--- src/rtl/bts_pkg.sv ---
package bts_pkg;
  typedef enum logic [3:0] {
    MODE_OFF          = 4'd0,
    MODE_A            = 4'd1,
    MODE_A_OR_B       = 4'd2,
    MODE_A_THEN_B     = 4'd3,
    MODE_A_AND_BD     = 4'd4,
    MODE_A_NOT_BD     = 4'd5,
    MODE_IN_RANGE     = 4'd6,
    MODE_OUT_RANGE    = 4'd7,
    MODE_REC_B        = 4'd8,
    MODE_A_THEN_REC_B = 4'd9
  } mode_e;

  typedef enum logic [2:0] {
    REG_A_ADDR = 3'd0,
    REG_A_TYPE = 3'd1,
    REG_B_ADDR = 3'd2,
    REG_B_TYPE = 3'd3,
    REG_B_DATA = 3'd4,
    REG_MODE   = 3'd5
  } reg_e;

  localparam int unsigned TYPE_W = 2;
  localparam int unsigned MODE_W = 4;
endpackage

--- src/rtl/bts_cfg_regs.sv ---
module bts_cfg_regs
  import bts_pkg::*;
#(
  parameter int unsigned ADDR_W = 16,
  parameter int unsigned DATA_W = 8,
  parameter int unsigned WD_W   = 16
) (
  input  logic              clk_i,
  input  logic              rst_ni,
  input  logic              we_i,
  input  logic [2:0]        waddr_i,
  input  logic [WD_W-1:0]   wdata_i,
  output logic [ADDR_W-1:0] a_addr_o,
  output logic [TYPE_W-1:0] a_type_o,
  output logic [ADDR_W-1:0] b_addr_o,
  output logic [TYPE_W-1:0] b_type_o,
  output logic [DATA_W-1:0] b_data_o,
  output logic [MODE_W-1:0] mode_o,
  output logic              mode_wr_o
);
  assign mode_wr_o = we_i && (waddr_i == REG_MODE);

  always_ff @(posedge clk_i or negedge rst_ni) begin
    if (!rst_ni) begin
      a_addr_o <= '0;
      a_type_o <= '0;
      b_addr_o <= '0;
      b_type_o <= '0;
      b_data_o <= '0;
      mode_o   <= MODE_OFF;
    end else if (we_i) begin
      case (waddr_i)
        REG_A_ADDR: a_addr_o <= wdata_i[ADDR_W-1:0];
        REG_A_TYPE: a_type_o <= wdata_i[TYPE_W-1:0];
        REG_B_ADDR: b_addr_o <= wdata_i[ADDR_W-1:0];
        REG_B_TYPE: b_type_o <= wdata_i[TYPE_W-1:0];
        REG_B_DATA: b_data_o <= wdata_i[DATA_W-1:0];
        REG_MODE:   mode_o   <= wdata_i[MODE_W-1:0];
        default: ;
      endcase
    end
  end
endmodule

--- src/rtl/bts_cmp.sv ---
module bts_cmp
  import bts_pkg::*;
#(
  parameter int unsigned ADDR_W = 16
) (
  input  logic              valid_i,
  input  logic              wr_i,
  input  logic [ADDR_W-1:0] addr_i,
  input  logic [ADDR_W-1:0] ref_addr_i,
  input  logic [TYPE_W-1:0] ref_type_i,
  output logic              match_o
);
  logic type_ok;
  // mask bit 0 permits reads, bit 1 permits writes
  assign type_ok = wr_i ? ref_type_i[1] : ref_type_i[0];
  assign match_o = valid_i && type_ok && (addr_i == ref_addr_i);
endmodule

--- src/rtl/bts_seq.sv ---
module bts_seq
  import bts_pkg::*;
#(
  parameter int unsigned ADDR_W = 16,
  parameter int unsigned DATA_W = 8
) (
  input  logic              clk_i,
  input  logic              rst_ni,
  input  logic              bus_valid_i,
  input  logic              bus_wr_i,
  input  logic [ADDR_W-1:0] bus_addr_i,
  input  logic [DATA_W-1:0] bus_data_i,
  input  logic [ADDR_W-1:0] a_addr_i,
  input  logic [TYPE_W-1:0] a_type_i,
  input  logic [ADDR_W-1:0] b_addr_i,
  input  logic [DATA_W-1:0] b_data_i,
  input  logic [MODE_W-1:0] mode_i,
  input  logic              mode_wr_i,
  input  logic              match_a_i,
  input  logic              match_b_i,
  input  logic              arm_i,
  input  logic              clear_i,
  output logic              trig_o,
  output logic              rec_o,
  output logic              sticky_o
);
  logic armed_q, a_seen_q;
  logic a_acc, in_rng;
  logic brk_hit, rec_hit, seq_mode;

  assign a_acc  = bus_valid_i && (bus_wr_i ? a_type_i[1] : a_type_i[0]);
  assign in_rng = a_acc && (bus_addr_i >= a_addr_i) && (bus_addr_i <= b_addr_i);

  always_comb begin
    brk_hit  = 1'b0;
    rec_hit  = 1'b0;
    seq_mode = 1'b0;
    case (mode_i)
      MODE_A:            brk_hit = match_a_i;
      MODE_A_OR_B:       brk_hit = match_a_i || match_b_i;
      MODE_A_THEN_B: begin
        seq_mode = 1'b1;
        brk_hit  = match_b_i && a_seen_q;
      end
      MODE_A_AND_BD:     brk_hit = match_a_i && (bus_data_i == b_data_i);
      MODE_A_NOT_BD:     brk_hit = match_a_i && (bus_data_i != b_data_i);
      MODE_IN_RANGE:     brk_hit = in_rng;
      MODE_OUT_RANGE:    brk_hit = a_acc && !in_rng;
      MODE_REC_B:        rec_hit = match_b_i;
      MODE_A_THEN_REC_B: begin
        seq_mode = 1'b1;
        rec_hit  = match_b_i && a_seen_q;
      end
      default: ;
    endcase
  end

  always_ff @(posedge clk_i or negedge rst_ni) begin
    if (!rst_ni) begin
      armed_q  <= 1'b0;
      a_seen_q <= 1'b0;
      trig_o   <= 1'b0;
      rec_o    <= 1'b0;
      sticky_o <= 1'b0;
    end else begin
      trig_o <= armed_q && !clear_i && brk_hit;
      rec_o  <= armed_q && !clear_i && rec_hit;
      if (clear_i)     armed_q <= 1'b0;
      else if (arm_i)  armed_q <= 1'b1;
      if (clear_i || arm_i || mode_wr_i)             a_seen_q <= 1'b0;
      else if (armed_q && seq_mode && match_a_i)     a_seen_q <= 1'b1;
      if (clear_i)                                   sticky_o <= 1'b0;
      else if (armed_q && brk_hit)                   sticky_o <= 1'b1;
    end
  end

  a_r9_rec_never_brk: assert property (@(posedge clk_i) disable iff (!rst_ni)
    trig_o |-> !rec_o);
  a_r10_sticky_with_trig: assert property (@(posedge clk_i) disable iff (!rst_ni)
    trig_o |-> sticky_o);
  a_r4_clear_quiets: assert property (@(posedge clk_i) disable iff (!rst_ni)
    $past(clear_i) |-> (!trig_o && !rec_o && !sticky_o));
  a_r4_needs_valid: assert property (@(posedge clk_i) disable iff (!rst_ni)
    (trig_o || rec_o) |-> $past(bus_valid_i));
  a_r2_unused_silent: assert property (@(posedge clk_i) disable iff (!rst_ni)
    $past(mode_i == MODE_OFF || mode_i > MODE_A_THEN_REC_B) |-> (!trig_o && !rec_o));
  a_r6_no_fire_without_a: assert property (@(posedge clk_i) disable iff (!rst_ni)
    $past(mode_i == MODE_A_THEN_B && !a_seen_q) |-> !trig_o);
  a_r8_inverted_range: assert property (@(posedge clk_i) disable iff (!rst_ni)
    $past(mode_i == MODE_IN_RANGE && a_addr_i > b_addr_i) |-> !trig_o);
endmodule

--- src/rtl/bus_trig_seq.sv ---
module bus_trig_seq
  import bts_pkg::*;
#(
  parameter int unsigned ADDR_W = 16,
  parameter int unsigned DATA_W = 8
) (
  input  logic              clk_i,
  input  logic              rst_ni,
  input  logic              bus_valid_i,
  input  logic              bus_wr_i,
  input  logic [ADDR_W-1:0] bus_addr_i,
  input  logic [DATA_W-1:0] bus_data_i,
  input  logic              cfg_we_i,
  input  logic [2:0]        cfg_addr_i,
  input  logic [(ADDR_W > DATA_W ? ADDR_W : DATA_W)-1:0] cfg_wdata_i,
  input  logic              arm_i,
  input  logic              clear_i,
  output logic              match_a_o,
  output logic              match_b_o,
  output logic              trig_o,
  output logic              rec_o,
  output logic              sticky_o
);
  localparam int unsigned WD_W  = (ADDR_W > DATA_W) ? ADDR_W : DATA_W;
  localparam int unsigned N_CMP = 2;

  logic [ADDR_W-1:0] a_addr, b_addr;
  logic [TYPE_W-1:0] a_type, b_type;
  logic [DATA_W-1:0] b_data;
  logic [MODE_W-1:0] mode;
  logic              mode_wr;
  logic [ADDR_W-1:0] ref_addr [N_CMP];
  logic [TYPE_W-1:0] ref_type [N_CMP];
  logic [N_CMP-1:0]  match;

  bts_cfg_regs #(.ADDR_W(ADDR_W), .DATA_W(DATA_W), .WD_W(WD_W)) u_cfg (
    .clk_i, .rst_ni,
    .we_i(cfg_we_i), .waddr_i(cfg_addr_i), .wdata_i(cfg_wdata_i),
    .a_addr_o(a_addr), .a_type_o(a_type), .b_addr_o(b_addr), .b_type_o(b_type),
    .b_data_o(b_data), .mode_o(mode), .mode_wr_o(mode_wr)
  );

  assign ref_addr[0] = a_addr;
  assign ref_addr[1] = b_addr;
  assign ref_type[0] = a_type;
  assign ref_type[1] = b_type;

  for (genvar i = 0; i < N_CMP; i++) begin : g_cmp
    bts_cmp #(.ADDR_W(ADDR_W)) u_cmp (
      .valid_i(bus_valid_i), .wr_i(bus_wr_i), .addr_i(bus_addr_i),
      .ref_addr_i(ref_addr[i]), .ref_type_i(ref_type[i]), .match_o(match[i])
    );
  end

  assign match_a_o = match[0];
  assign match_b_o = match[1];

  bts_seq #(.ADDR_W(ADDR_W), .DATA_W(DATA_W)) u_seq (
    .clk_i, .rst_ni,
    .bus_valid_i, .bus_wr_i, .bus_addr_i, .bus_data_i,
    .a_addr_i(a_addr), .a_type_i(a_type), .b_addr_i(b_addr), .b_data_i(b_data),
    .mode_i(mode), .mode_wr_i(mode_wr),
    .match_a_i(match[0]), .match_b_i(match[1]),
    .arm_i, .clear_i,
    .trig_o, .rec_o, .sticky_o
  );
endmodule

--- config.mk ---
export PLATFORM = sky130hd
export DESIGN_NAME = bus_trig_seq
export DESIGN_NICKNAME = d
export VERILOG_FILES = /design/src/rtl/bts_pkg.sv /design/src/rtl/bts_cfg_regs.sv /design/src/rtl/bts_cmp.sv /design/src/rtl/bts_seq.sv /design/src/rtl/bus_trig_seq.sv
export SDC_FILE = /design/constraint.sdc
export NUM_CORES = 1
export LEC_CHECK = 0
export ABC_CLOCK_PERIOD_IN_PS = 2050
export BUFFER_PORTS_ARGS = -buffer_cell sky130_fd_sc_hd__buf_2
export CAP_MARGIN = 40
export CORE_MARGIN = 8
export CORE_UTILIZATION = 50
export CTS_CLUSTER_SIZE = 25
export DETAILED_ROUTE_END_ITERATION = 6
export GPL_TIMING_DRIVEN = 0
export PLACE_DENSITY = 0.74
export SLEW_MARGIN = 20
export SYNTH_ARGS = -nofsm -noshare
export SYNTH_HDL_FRONTEND = slang
export SYNTH_SLANG_ARGS = --single-unit
export TNS_END_PERCENT = 10
--- constraint.sdc ---
create_clock -name clk_i -period 2.05 [get_ports clk_i]
set_input_delay 0.3075 -clock clk_i [delete_from_list [all_inputs] [get_ports clk_i]]
set_output_delay 0.3075 -clock clk_i [all_outputs]
set_load 0.03 [all_outputs]
==> results.cfg, run 1 <==
[synthesis]
synthCells = 309
avgSynthCellArea_um2 = 9.779
yosysTopAreaCell = dfrtp_1
ys_seq_area_share_pct = 43.89
synth_area_mm2 = 0.003022
yosys.area.top_type_share_pct = 43.89
synth-main-ff-cell = dfrtp_1
synth_edf_count = 0
syn-num-nets = 391
ys_types = 42
ys_seq_elements = 53
synth_async_sr_flop_share_pct = 100.0
synth.area.top_cells = dfrtp_1 44%, ha_1 13%, nand2_1 6.0%
yosys_warnings = 0

[layout]
final_area_mm2 = 0.003607
final_common_cell = dfrtp_1
mostFrequentLayoutCells = 53 x dfrtp_1, 51 x buf_2, 48 x nand2_1
post-route-util_pct = 61.29
fin_nets = 452
antenna_cells = 0
fill_cells = 499
multi_input_area_mm2 = 0.001650
drive_gt1_share_pct = 27.22
seq_area_mm2 = 0.001326
synthToLayoutAreaGrowth_pct = 19.38

[drt]
drtIter0Drc = 108
vias = 2399
drtAntennaViolNets = 0
dr.pass1.iters = 4
routedWlPerCell_um = 16.04
drt-total-wl_mm = 7.152
drc_errors = 0
vias_per_cell = 5.379

[place]
hpwlAfterDp_mm = 5.455
gp_congestion = 0.8743
portBuffers = 54
place_area_mm2 = 0.003393
pre_cts_ws_ns = -0.3229

[power]
leakage_nw = 1.712
pwr_density_cell_mw_per_mm2 = 775.1
power_mw = 2.796
intPower_mw = 1.889
pwr-share-comb_pct = 31.6
netSwitchingFraction_pct = 32.45
power.switching_uw = 907.2
p_clk_share_pct = 20.6
p_seq_share_pct = 47.8
vdd_ir_drop_max_mv = 0.3193

[clocking]
clk_pin_slew_ns = 0.09
cts_buffer_depth = 2
cts_setup_buffers = 0
cts_tree = done
h-tree-depth = 2
numClockSinks = 53
cts_made_buffers = 5
root_buffer = clkbuf_8
clk_latency_ns = 0.31

[sta]
maxSlewHeadroom_pct = 51.69
min_period_over_period_pct = 111.2
maxSlewViolCount = 0
fin_ws_ns = -0.2296
min_period_ns = 2.280
max_freq_mhz = 438.7
rsz0062_at_grt = true
hold_viol_final = 0
clock_skew_ns = 0.003971
finalSetupViolCount = 3
tightest_slew_ns = 0.7214

[global_route]
track_usage_pct = 16.79
overflow = 0
grt_max_degree = 54
antenna_found_initial = 0
grt_pass1_wl_mm = 11.76
grt_pass1_vias = 2480

[worst_setup_path]
ff2ff_setup_slack_ns = -0.23
crit_type = register to register
cp_data_required_time_ns = 2.24
worstPathMaxFanout = 3
critPathArrivalTime_ns = 2.47
start_kind = register
crit_path_end_kind = register

[floorplanning]
die_w_um = 93.74
rows = 28
ios = 55
fp.coreArea_mm2 = 0.005886
start_util_pct = 51.34
dieHeight_um = 93.74
fp.dieArea_mm2 = 0.008787

[outcome]
failed_checks = setup timing
status = finished, violations left

[run]
maxCapViolations = 0

[hold_path]
hold_path.class = primary input to async pin
==> power groups by stage <==
stage	Clock, mW	Sequential (mW)	Combinational, mW
2_1_floorplan	0	1.33	0.560
3_3_place_gp	0	1.35	0.753
4_1_cts	0.586	1.34	0.848
6_report	0.575	1.34	0.885
3_5_place_dp	0	1.36	0.790
5_1_grt	0.630	1.36	0.995
==> logic make-up after synthesis <==
logic type               Yosys count  synth area share [%]
adder cells (fa/ha/maj)           32                 13.25
multiplexers                      16                 5.921
AO/OA/AOI/OAI                     57                 11.84
buffers and inverters             45                 5.714
AND/OR/NAND/NOR                   95                 16.19
XOR/XNOR                          11                 3.189
flip-flops                        53                 43.89
==> flip-flops by register name, summed over array words and instances, names as in the netlist <==
name	flops
u_cfg.a_addr_o	16
u_cfg.b_type_o	2
u_seq.rec_o	1
u_seq.a_seen_q	1
u_cfg.mode_o	4
u_cfg.a_type_o	2
u_cfg.b_data_o	8
u_seq.sticky_o	1
u_cfg.b_addr_o	16
u_seq.trig_o	1
u_seq.armed_q	1
==> cell usage after synthesis, types with 3 or more instances <==
cell type and number:
xor2_1 8, inv_1 38, xnor2_1 3, nor2_1 9, nor2b_1 3, ha_1 32
dfrtp_1 53, mux2_2 15, a21oi_1 10, clkbuf_1 6, nand3_1 4, nor3_1 7
o21ai_0 31, nand2_1 48, nand4_1 7
==> worst max-delay path, stage by stage, from the launching register on <==
cell,delay [ns]
dfrtp_1,0.34
inv_1,0.05
ha_1,0.32
nand2_1,0.08
o21ai_2,0.22
a2111oi_4,0.07
a211o_1,0.30
a221oi_2,0.28
xor2_1,0.12
a311oi_2,0.28
nor2_1,0.10
==> final cells by class <==
| cell class | count | area share [%] |
|---|---|---|
| repair buffers | 54 | 7.804 |
| clock buffers | 6 | 2.012 |
| inverters | 38 | 3.954 |
| flip-flops and latches | 53 | 36.77 |
| clock inverters | 2 | 0.2775 |
| well taps | 75 | 2.601 |
| multi-input cells | 211 | 45.75 |
| plain buffers | 7 | 0.8325 |
==> layer usage <==
metal  track usage [%]  part of all wire, %  vias to the layer above
li1                  -                    -                     1183
met4             7.530                  2.3                        0
met2             26.49                   48                       62
met3             4.077                  4.9                       13
met5                 0                    0                        -
met1             21.22                   45                     1141
==> final timing paths <==
check,cells after the start,end,from
setup / recovery,10,u_seq.trig_o,u_cfg.a_addr_o[11]
hold / removal,1,u_cfg.b_addr_o[13],rst_ni
setup reg to reg,10,u_seq.trig_o,u_cfg.a_addr_o[11]
hold reg to reg,1,u_cfg.b_type_o[1],u_cfg.b_type_o[1]
max in group asynchronous,1,u_seq.a_seen_q,rst_ni
min in group clk_i,2,u_seq.a_seen_q,arm_i
==> timing repair <==
item,4_1_cts,5_1_grt
gates resized for setup,10,8
setup endpoints to repair,4,4
hold endpoints to repair,0,0
pin swaps,3,3
hold buffers,0,0
==> metrics by stage <==
step / hold slack (ns) / TNS [ns] / std cells
final: 0.01647 / -0.6299 / 446
after global routing: 0.06444 / -1.011 / 446
after CTS: 0.05246 / -0.6097 / 446
after detailed placement: 0.3898 / -0.6397 / 438
after global placement: 0.4866 / -0.5717 / 438
after floorplan: 0.01191 / 0 / 309
(Power assumes the default switching activity.)
==> inputs of run 2 (changes only) <==
--- a/constraint.sdc
+++ b/constraint.sdc
@@ -3,2 +3,2 @@
 set_output_delay 0.3075 -clock clk_i [all_outputs]
-set_load 0.03 [all_outputs]
+set_load 0.02 [all_outputs]
==> run 2 against run 1 <==
Effect of this change:
- the run still ends with setup timing left
- sequential power about the same
- worst setup slack got worse by 0.026 ns
- clock power increased by 7.8%
- hold slack got worse by 0.0011 ns
- design area increased by 0.90%
- via count about the same
- critical path type unchanged
- critical endpoint is now u_seq.sticky_o
==> results.cfg, run 2 (synthesized netlist as in run 1, its figures left out) <==
[power]
power_mw = 2.854
pwr_density_cell_mw_per_mm2 = 784.1
intPower_mw = 1.902
p_seq_share_pct = 46.8
leakage_nw = 1.724
p_clk_share_pct = 21.7
power.switching_uw = 952.3
vdd_ir_drop_max_mv = 0.4819
pwr-share-comb_pct = 31.4
netSwitchingFraction_pct = 33.37

[clocking]
cts_buffer_depth = 2
root_buffer = clkbuf_8
h-tree-depth = 2
cts_tree = done
cts_made_buffers = 5
clk_pin_slew_ns = 0.11
clk_latency_ns = 0.32
numClockSinks = 53

[floorplanning]
start_util_pct = 51.34
die_w_um = 93.74
fp.dieArea_mm2 = 0.008787
fp.coreArea_mm2 = 0.005886
ios = 55
rows = 28
dieHeight_um = 93.74

[place]
portBuffers = 54
hpwlAfterDp_mm = 5.426
gp_congestion = 0.8559
pre_cts_ws_ns = -0.3956

[drt]
routedWlPerCell_um = 16.43
dr.pass1.iters = 4
drc_errors = 0
drtIter0Drc = 153
drt-total-wl_mm = 7.345
vias_per_cell = 5.369
vias = 2400
drtAntennaViolNets = 0

[worst_setup_path]
cp_data_required_time_ns = 2.25
critPathArrivalTime_ns = 2.50
worstPathMaxFanout = 3
crit_path_end_kind = register
crit_type = register to register
start_kind = register

[global_route]
antenna_found_initial = 0
grt_pass1_wl_mm = 11.75
overflow = 0
track_usage_pct = 16.83
grt_pass1_vias = 2466
grt_max_degree = 54

[layout]
antenna_cells = 0
largestRegisters = u_cfg.a_addr_o (16), u_cfg.b_addr_o (16), u_cfg.b_data_o (8)
fill_cells = 503
final_common_cell = dfrtp_1
synthToLayoutAreaGrowth_pct = 20.46
drive_gt1_share_pct = 28.76
mostFrequentLayoutCells = 53 x dfrtp_1, 52 x buf_2, 48 x nand2_1
fin_nets = 453

[outcome]
failed_checks = setup timing
status = finished, violations left

[sta]
rsz0062_at_grt = true
maxSlewHeadroom_pct = 54.08
hold_viol_final = 0
finalSetupViolCount = 3
tightest_slew_ns = 0.6888
min_period_ns = 2.306
min_period_over_period_pct = 112.5
totalNegativeSetupSlack_ns = -0.6648
max_freq_mhz = 433.7
clock_skew_ns = 0.005535
fin_ws_ns = -0.2559
maxSlewViolCount = 0

[run]
maxCapViolations = 0

[hold_path]
hold_path.class = primary input to async pin
run 2: changes by cell type in the layout (fill, tap and decap cells not counted), sizes merged:
cell / before / now
buf: 55 / 56
clkbuf: 12 / 11
clkinv: 2 / 1
clkinvlp: 0 / 1
inv: 38 / 39
run 2: power groups by stage:
| stage | Clock, mW | Sequential (mW) | Combinational (mW) |
|---|---|---|---|
| after floorplan | 0 | 1.33 | 0.560 |
| after global placement | 0 | 1.35 | 0.752 |
| after detailed placement | 0 | 1.36 | 0.788 |
| after CTS | 0.624 | 1.34 | 0.853 |
| after global routing | 0.668 | 1.36 | 1.01 |
| final | 0.620 | 1.34 | 0.897 |
run 2: final cells by class:
cell class,count,area [µm²],share of cell area (%)
clock buffer,5,68.82,1.891
buffer,7,30.03,0.8250
tap,75,93.84,2.578
clock inverter,3,21.27,0.5844
sequential,53,1326,36.44
timing repair buffer,55,286.5,7.872
multi-input combinational,211,1670,45.89
inverter,38,142.6,3.919
run 2: metrics by stage:
stage                     instance area, µm²  util [%]  hold WS (ns)  std cells
after floorplan                         3023         -       0.01191        309
after global placement                  3387     57.55        0.4825        438
after detailed placement                3390     57.59        0.3897        438
after CTS                               3585     60.91       0.05278        447
after global routing                    3640     61.84       0.06418        447
final                                   3640     61.84       0.01541        447
run 2: path summary, 6_finish.rpt:
kind                                      endpoint  cells after the start                from  slack (ns)
min in group clk_i                  u_seq.a_seen_q                      2               arm_i        0.15
max in group asynchronous        u_cfg.a_addr_o[1]                      1              rst_ni        1.57
worst max-delay path                u_seq.sticky_o                     10  u_cfg.a_addr_o[11]       -0.26
worst min register to register   u_cfg.a_type_o[1]                      1   u_cfg.a_type_o[1]        0.51
worst min-delay path            u_cfg.a_addr_o[15]                      1              rst_ni        0.02
worst max register to register      u_seq.sticky_o                     10  u_cfg.a_addr_o[11]       -0.26
run 2: critical path, stage by stage, from the launching register on:
cell       delay, ns
dfrtp_1         0.38
inv_1           0.11
ha_4            0.22
a21oi_1         0.17
o21ai_2         0.10
a2111oi_2       0.34
a211o_1         0.20
a221oi_2        0.07
xor2_1          0.19
a311oi_2        0.31
o22ai_2         0.10
run 2: per-layer routing:
layer | share of wire, % | vias up | GRT usage (%) | wire length [µm]
met2 | 49 | 53 | 27.54 | 3624
met5 | 0 | - | 0 | 0
met4 | 2.1 | 0 | 6.605 | 153
li1 | - | 1182 | - | -
met1 | 44 | 1153 | 21.01 | 3206
met3 | 4.9 | 12 | 3.757 | 360
run 2: what timing repair did:
item / in CTS / in global routing
cloned: 0 / 0
hold buffers: 0 / 0
pin swaps: 5 / 1
setup endpoints to repair: 4 / 4
resized for setup: 13 / 8
setup buffers: 1 / 0
